--- src/rtl/nand_timing_encoder.sv ---
module nand_timing_encoder #(
  parameter int PS_W        = 20,
  parameter int CLK_W       = 8,
  parameter int RC_FLOOR_PS = 30000,
  parameter int PS_PER_NS   = 1000
) (
  input  logic             clk,
  input  logic             rst_n,
  input  logic             start,
  input  logic [CLK_W-1:0] period_ns,
  input  logic             wide_bus,
  input  logic [PS_W-1:0]  t_rc_min,
  input  logic [PS_W-1:0]  t_ar_min,
  input  logic [PS_W-1:0]  t_clr_min,
  input  logic [PS_W-1:0]  t_cs_min,
  input  logic [PS_W-1:0]  t_wp_min,
  input  logic [PS_W-1:0]  t_dh_min,
  input  logic [PS_W-1:0]  t_ch_min,
  input  logic [PS_W-1:0]  t_clh_min,
  input  logic [PS_W-1:0]  t_wh_min,
  input  logic [PS_W-1:0]  t_alh_min,
  input  logic [PS_W-1:0]  t_reh_min,
  input  logic [PS_W-1:0]  t_rp_min,
  input  logic [PS_W-1:0]  t_cea_max,
  input  logic [PS_W-1:0]  t_rea_max,
  output logic             busy,
  output logic             done,
  output logic             unsupported,
  output logic [31:0]      ctrl_word,
  output logic [31:0]      timing_word
);

  localparam int NF  = 6;
  localparam int CW  = $clog2(PS_W);
  localparam logic [PS_W-1:0] RC_LIM = PS_W'(RC_FLOOR_PS);
  localparam logic [PS_W-1:0] KILO   = PS_W'(PS_PER_NS);
  localparam logic [PS_W:0]   LIM8   = (PS_W+1)'(255);
  localparam logic [PS_W:0]   LIM4   = (PS_W+1)'(15);
  localparam logic [CW-1:0]   LAST   = CW'(PS_W-1);
  localparam logic [2:0]      LAST_F = 3'(NF-1);

  typedef enum logic [1:0] {S_IDLE, S_DIV, S_NEXT} state_t;

  state_t           st;
  logic [PS_W-1:0]  nxt [1:NF-1];
  logic [PS_W-1:0]  acc, rem, dsr;
  logic [CW-1:0]    cnt;
  logic [2:0]       idx;
  logic             phase;
  logic [CLK_W-1:0] per_q;
  logic             wide_q;
  logic [3:0]       f_ar, f_clr;
  logic [7:0]       f_hiz, f_hold, f_wait;

  function automatic logic [PS_W-1:0] sub0(input logic [PS_W-1:0] a, input logic [PS_W-1:0] b);
    return (a > b) ? a - b : '0;
  endfunction

  function automatic logic [PS_W-1:0] max2(input logic [PS_W-1:0] a, input logic [PS_W-1:0] b);
    return (a > b) ? a : b;
  endfunction

  logic [PS_W-1:0] cs_wp, cea_rea, hold_pk, pulse_pk, setup_pk;
  assign cs_wp    = sub0(t_cs_min, t_wp_min);
  assign cea_rea  = sub0(t_cea_max, t_rea_max);
  assign hold_pk  = max2(max2(max2(t_dh_min, t_ch_min), max2(t_clh_min, t_wh_min)),
                         max2(t_alh_min, t_reh_min));
  assign pulse_pk = max2(t_rp_min, t_wp_min);
  assign setup_pk = max2(cs_wp, cea_rea);

  logic [PS_W:0] trial, trial_sub;
  logic          ge;
  assign trial     = {rem, acc[PS_W-1]};
  assign ge        = trial >= {1'b0, dsr};
  assign trial_sub = trial - {1'b0, dsr};

  logic [PS_W:0] ceil_c, dec_c, base_c;
  logic [7:0]    sat8, sat4, field_val;
  assign ceil_c = {1'b0, acc} + {{PS_W{1'b0}}, |rem};
  assign dec_c  = (ceil_c == '0) ? '0 : ceil_c - 1'b1;
  assign base_c = (idx == 3'd2 || idx == 3'd3) ? ceil_c : dec_c;
  assign sat8   = (base_c > LIM8) ? 8'd255 : base_c[7:0];
  assign sat4   = (base_c > LIM4) ? 8'd15  : base_c[7:0];

  always_comb begin
    if (idx < 3'd2)                        field_val = sat4;
    else if (idx >= 3'd3 && sat8 == 8'd0)  field_val = 8'd1;
    else                                   field_val = sat8;
  end

  assign busy = (st != S_IDLE);

  always_ff @(posedge clk or negedge rst_n) begin
    if (!rst_n) begin
      st          <= S_IDLE;
      for (int i = 1; i < NF; i++) nxt[i] <= '0;
      acc         <= '0;
      rem         <= '0;
      dsr         <= '0;
      cnt         <= '0;
      idx         <= '0;
      phase       <= 1'b0;
      per_q       <= '0;
      wide_q      <= 1'b0;
      f_ar        <= '0;
      f_clr       <= '0;
      f_hiz       <= '0;
      f_hold      <= '0;
      f_wait      <= '0;
      done        <= 1'b0;
      unsupported <= 1'b0;
      ctrl_word   <= '0;
      timing_word <= '0;
    end else begin
      done <= 1'b0;
      case (st)
        S_IDLE: if (start) begin
          per_q  <= period_ns;
          wide_q <= wide_bus;
          if (t_rc_min < RC_LIM) begin
            done        <= 1'b1;
            unsupported <= 1'b1;
            ctrl_word   <= '0;
            timing_word <= '0;
          end else begin
            nxt[1] <= t_clr_min;
            nxt[2] <= cs_wp;
            nxt[3] <= hold_pk;
            nxt[4] <= pulse_pk;
            nxt[5] <= setup_pk;
            acc    <= t_ar_min;
            rem    <= '0;
            dsr    <= KILO;
            cnt    <= '0;
            idx    <= '0;
            phase  <= 1'b0;
            st     <= S_DIV;
          end
        end
        S_DIV: begin
          acc <= {acc[PS_W-2:0], ge};
          rem <= ge ? trial_sub[PS_W-1:0] : trial[PS_W-1:0];
          cnt <= cnt + 1'b1;
          if (cnt == LAST) st <= S_NEXT;
        end
        S_NEXT: begin
          cnt <= '0;
          rem <= '0;
          if (!phase) begin
            dsr   <= {{(PS_W-CLK_W){1'b0}}, per_q};
            phase <= 1'b1;
            st    <= S_DIV;
          end else begin
            phase <= 1'b0;
            case (idx)
              3'd0:    f_ar   <= field_val[3:0];
              3'd1:    f_clr  <= field_val[3:0];
              3'd2:    f_hiz  <= field_val;
              3'd3:    f_hold <= field_val;
              3'd4:    f_wait <= field_val;
              default: ;
            endcase
            if (idx == LAST_F) begin
              st          <= S_IDLE;
              done        <= 1'b1;
              unsupported <= 1'b0;
              timing_word <= {f_hiz, f_hold, f_wait, field_val};
              ctrl_word   <= {15'd0, f_ar, f_clr, 4'd0, wide_q, 3'b111, 1'b0};
            end else begin
              idx <= idx + 3'd1;
              acc <= nxt[idx + 3'd1];
              dsr <= KILO;
              st  <= S_DIV;
            end
          end
        end
        default: st <= S_IDLE;
      endcase
    end
  end

  AST_DONE_IDLE: assert property (@(posedge clk) disable iff (!rst_n) done |-> !busy);
  AST_BUSY_EXIT: assert property (@(posedge clk) disable iff (!rst_n) busy |=> (busy || done));
  AST_UNSUP_ZERO: assert property (@(posedge clk) disable iff (!rst_n)
    (done && unsupported) |-> (timing_word == 32'd0 && ctrl_word == 32'd0));
  AST_HOLD_NONZERO: assert property (@(posedge clk) disable iff (!rst_n)
    (done && !unsupported) |-> (timing_word[23:16] != 8'd0));
  AST_WAIT_NONZERO: assert property (@(posedge clk) disable iff (!rst_n)
    (done && !unsupported) |-> (timing_word[15:8] != 8'd0));
  AST_SETUP_NONZERO: assert property (@(posedge clk) disable iff (!rst_n)
    (done && !unsupported) |-> (timing_word[7:0] != 8'd0));
  AST_CTRL_FIXED: assert property (@(posedge clk) disable iff (!rst_n)
    (done && !unsupported) |-> (ctrl_word[3:1] == 3'b111 && ctrl_word[0] == 1'b0 &&
                                ctrl_word[8:5] == 4'd0 && ctrl_word[31:17] == 15'd0));
  AST_WORDS_HOLD: assert property (@(posedge clk) disable iff (!rst_n)
    (timing_word != $past(timing_word) || ctrl_word != $past(ctrl_word)) |-> done);

endmodule

--- config.mk ---
export PLATFORM = sky130hd
export DESIGN_NAME = nand_timing_encoder
export DESIGN_NICKNAME = d
export VERILOG_FILES = /design/src/rtl/nand_timing_encoder.sv
export SDC_FILE = /design/constraint.sdc
export NUM_CORES = 1
export LEC_CHECK = 0
export ABC_AREA = 0
export BUFFER_PORTS_ARGS = -buffer_cell sky130_fd_sc_hd__buf_4
export CAP_MARGIN = 10
export CORE_ASPECT_RATIO = 1.4
export CORE_UTILIZATION = 50
export DETAILED_ROUTE_END_ITERATION = 10
export MAX_ROUTING_LAYER = met4
export PLACE_DENSITY = 0.81
export RECOVER_POWER = 50
export SETUP_SLACK_MARGIN = 0.2
export SLEW_MARGIN = 10
export SYNTH_ARGS = -nofsm -noshare
export SYNTH_HDL_FRONTEND = slang
export SYNTH_SLANG_ARGS = --single-unit
--- constraint.sdc ---
create_clock -name clk -period 4.5 [get_ports clk]
set_input_delay 0.675 -clock clk [delete_from_list [all_inputs] [get_ports clk]]
set_output_delay 0.675 -clock clk [all_outputs]
set_load 0.02 [all_outputs]
==> metrics <==
CP endpoint kind register; largest net degree at the start of global routing 127; Async S/R FF share, synth 1.00; relative slew slack -1.04; fmax 0.156 GHz; DR iter-0 viols 1370; area of the mapped netlist 19700 um2; vias in the first global route 20500; kind of critical path in -> reg; most common cell in the synthesized netlist nand2_1; IR drop worst, VDD 0.295 mV; Total Routing Usage GR 0.323; Final Max Tran Viols 167; DRT antenna net count 0; Worst-path clk slew 0.07 ns; Synth area leaders dfrtp_1, ha_1, mux2i_1; Starting Density 0.509; gr ovfl total 0; later-pin clock latency in the skew report 0.54 ns; CP max-delay cell a2111oi_4; die area 40300 um2; Final nets 3500; CTS tree built; failing checks capacitance limit, slew limit, setup timing; WL per Instance 18.5 um; Die Y 237 um; Final Hold Viols 0; Final WS setup -1.90 ns; drt first pass iters 6; Hold Path Class in -> reg; clock sink count 245; CTS H-tree depth 1; Via density 5.74; dpl cells 3444; Post-synth EDFFs 0; Tot Pwr 12.3 mW; CP Data Required Time 4.92 ns; gp weighted congestion 0.949; MaxCap Viol Count 2; root buffer selected by CTS clkbuf_16; unrepaired setup endpoints after global routing yes; Layout fillers 2880; pin slew with the least headroom to its limit 3.06 ns; post-synthesis cell count 2324; Clock Path Buffers 3; count of cell types in the netlist 93; Crit path max-delay family compound AO/OA/AOI/OAI gates; die width 170 um; Post-synth top cells nand2_1, dfrtp_1, o21ai_0, ha_1, inv_1; Hold WS 0.324 ns; Tcrit/Tclk final 1.42; initial antenna violation count 0; Buf/Inv on CP 5; Layout Utilization 0.714; first-pass GRT wire length 102000 um; CTS buffer count 24; Critical Path Start Type input pin; # DRC 0; final cell count without fillers 3541; Worst Path Arrival 6.82 ns; status finished with violations; biggest area consumer among synthesized cells dfrtp_1; Syn. warnings 0; Crit path top cell by count a21o_1; drt total wl 65500 um; flops & latches, synth 245; sequential area share after synthesis 0.311; CP max stage delay 0.40 ns; syn_area_per_cell 8.49 um2; DP HPWL 50500 um; number of I/O port buffers 334; row cnt 85; Area growth syn-to-layout 40.1%; ys flop type dfrtp_1; core region area 38700 um2; post-synth top area share 0.311; Pleak 13.7 nW; PwrDens 444 nW/um2; routed vias 20300; skew final 0.0108 ns; # setup viols final 21; # diodes 0; # IOs 359; ratio of cells with drive above 1 in the final layout 0.340; CP Max Fanout 10; post-layout min period 6.40 ns
[state kept, by name, indices dropped and copies added (netlist names)]
name         cells
f_clr            4
timing_word     32
phase            1
acc             20
nxt            100
st               2
dsr              9
f_ar             4
cnt              5
done             1
f_hold           8
wide_q           1
idx              3
unsupported      1
f_hiz            8
per_q            8
ctrl_word       10
rem             20
f_wait           8
[layout make-up]
class | instances | area [um2] | area share
Inverter | 176 | 706 | 0.0255
Clock inverter | 15 | 166 | 0.00602
Clock buffer | 29 | 661 | 0.0239
Sequential cell | 245 | 6130 | 0.222
Tap cell | 522 | 653 | 0.0236
Timing Repair Buffer | 760 | 5830 | 0.211
Multi-Input combinational cell | 1794 | 13500 | 0.488
[routing by layer]
| metal | vias to the layer above | share of wire | track usage |
|---|---|---|---|
| met5 | - | 0 | - |
| met1 | 9680 | 0.37 | 0.348 |
| met3 | 265 | 0.044 | 0.0304 |
| li1 | 9633 | - | - |
| met2 | 748 | 0.52 | 0.572 |
| met4 | 0 | 0.066 | 0.187 |
[per-stage QoR]
step           area [um2]  setup WS, ns  setup TNS, ns
3_3_place_gp        25600         -2.28         -53.46
3_5_place_dp        25600         -2.46         -59.53
5_1_grt             27600         -2.15         -44.35
2_1_floorplan       20300         -2.01         -38.67
4_1_cts             26900         -1.69         -33.25
6_report            27600         -1.90         -37.35
[layout by cell type, fill, tap and decap left out, types with 8 or more instances in the layout]
master	n
nand2b_1	9
nor3_2	10
buf_6	26
buf_4	713
a2bb2oi_1	12
a221o_1	8
or3_1	9
mux2i_1	118
nand2_1	319
a22o_1	38
nor2_1	131
nor4_1	8
dfrtp_1	244
xor2_1	25
and2_1	14
and4_1	8
clkbuf_1	12
nor2b_1	18
a211oi_1	9
mux2_4	13
ha_1	182
mux2_2	14
nand4_1	45
o21ai_2	21
clkbuf_16	26
o211ai_1	33
a21oi_1	112
o21a_1	17
o21ai_0	182
a21oi_2	13
o21ai_1	28
a21o_1	51
inv_1	164
conb_1	20
ha_4	21
o31ai_1	10
nand3_1	36
nor3_1	21
a21bo_2	12
xnor2_1	36
[final timing paths]
check                                    start                    end  slack (ns)  cells past startpoint
max                              t_clh_min[13]    nxt[48]$_DFFE_PN0P_       -1.90                     28
min                              t_clr_min[11]    nxt[91]$_DFFE_PN0P_        0.32                      3
max reg2reg                rem[13]$_DFFE_PN0P_  f_hold[3]$_DFFE_PN0P_        0.28                     15
min reg2reg                nxt[96]$_DFFE_PN0P_    nxt[96]$_DFFE_PN0P_        0.48                      2
max in group asynchronous                rst_n     idx[0]$_DFFE_PN0P_        0.98                      2
min in group asynchronous                rst_n     dsr[4]$_DFFE_PN0P_        1.10                      1
[power by group]
group	switching, mW	total [mW]	leakage (nW)	internal (mW)
registers	0.684	3.55	3.19	2.87
logic	3.47	6.58	10.1	3.11
clock network	0.959	2.14	0.403	1.19
[worst register-to-register path: stages (launching register included)]
cell	delay (ns)
dfrtp_1	0.39
or4_4	0.56
nor3_4	0.14
nand4_1	0.24
ha_2	0.28
ha_4	0.17
and3_4	0.18
a21o_1	0.20
a2111oi_4	0.45
o211ai_1	0.22
a2111oi_4	0.38
buf_4	0.22
nand2_4	0.07
a2111oi_4	0.32
buf_6	0.21
o21ai_2	0.07
[timing repair]
| action | CTS | global route |
|---|---|---|
| setup endpoints to repair | 72 | 74 |
| endpoints found under the hold margin | 0 | 0 |
| gates cloned | 4 | 1 |
| pin swaps | 33 | 66 |
| buffers inserted | 25 | 23 |
| gates resized for setup | 74 | 112 |
| hold buffers | 0 | 0 |
[logic make-up (layout without fill, tap and decap cells)]
logic type / count (synthesis) / count (layout) / synth area share
xor+xnor: 65 / 65 / 0.0292
mux: 157 / 157 / 0.0816
buf+inv: 307 / 980 / 0.0679
flops: 245 / 245 / 0.311
fa+ha+maj: 207 / 207 / 0.132
compound gates: 650 / 652 / 0.216
simple gates: 692 / 693 / 0.162
other cells: 1 / 20 / 0.000190
Power figures use the tool's default switching activity.
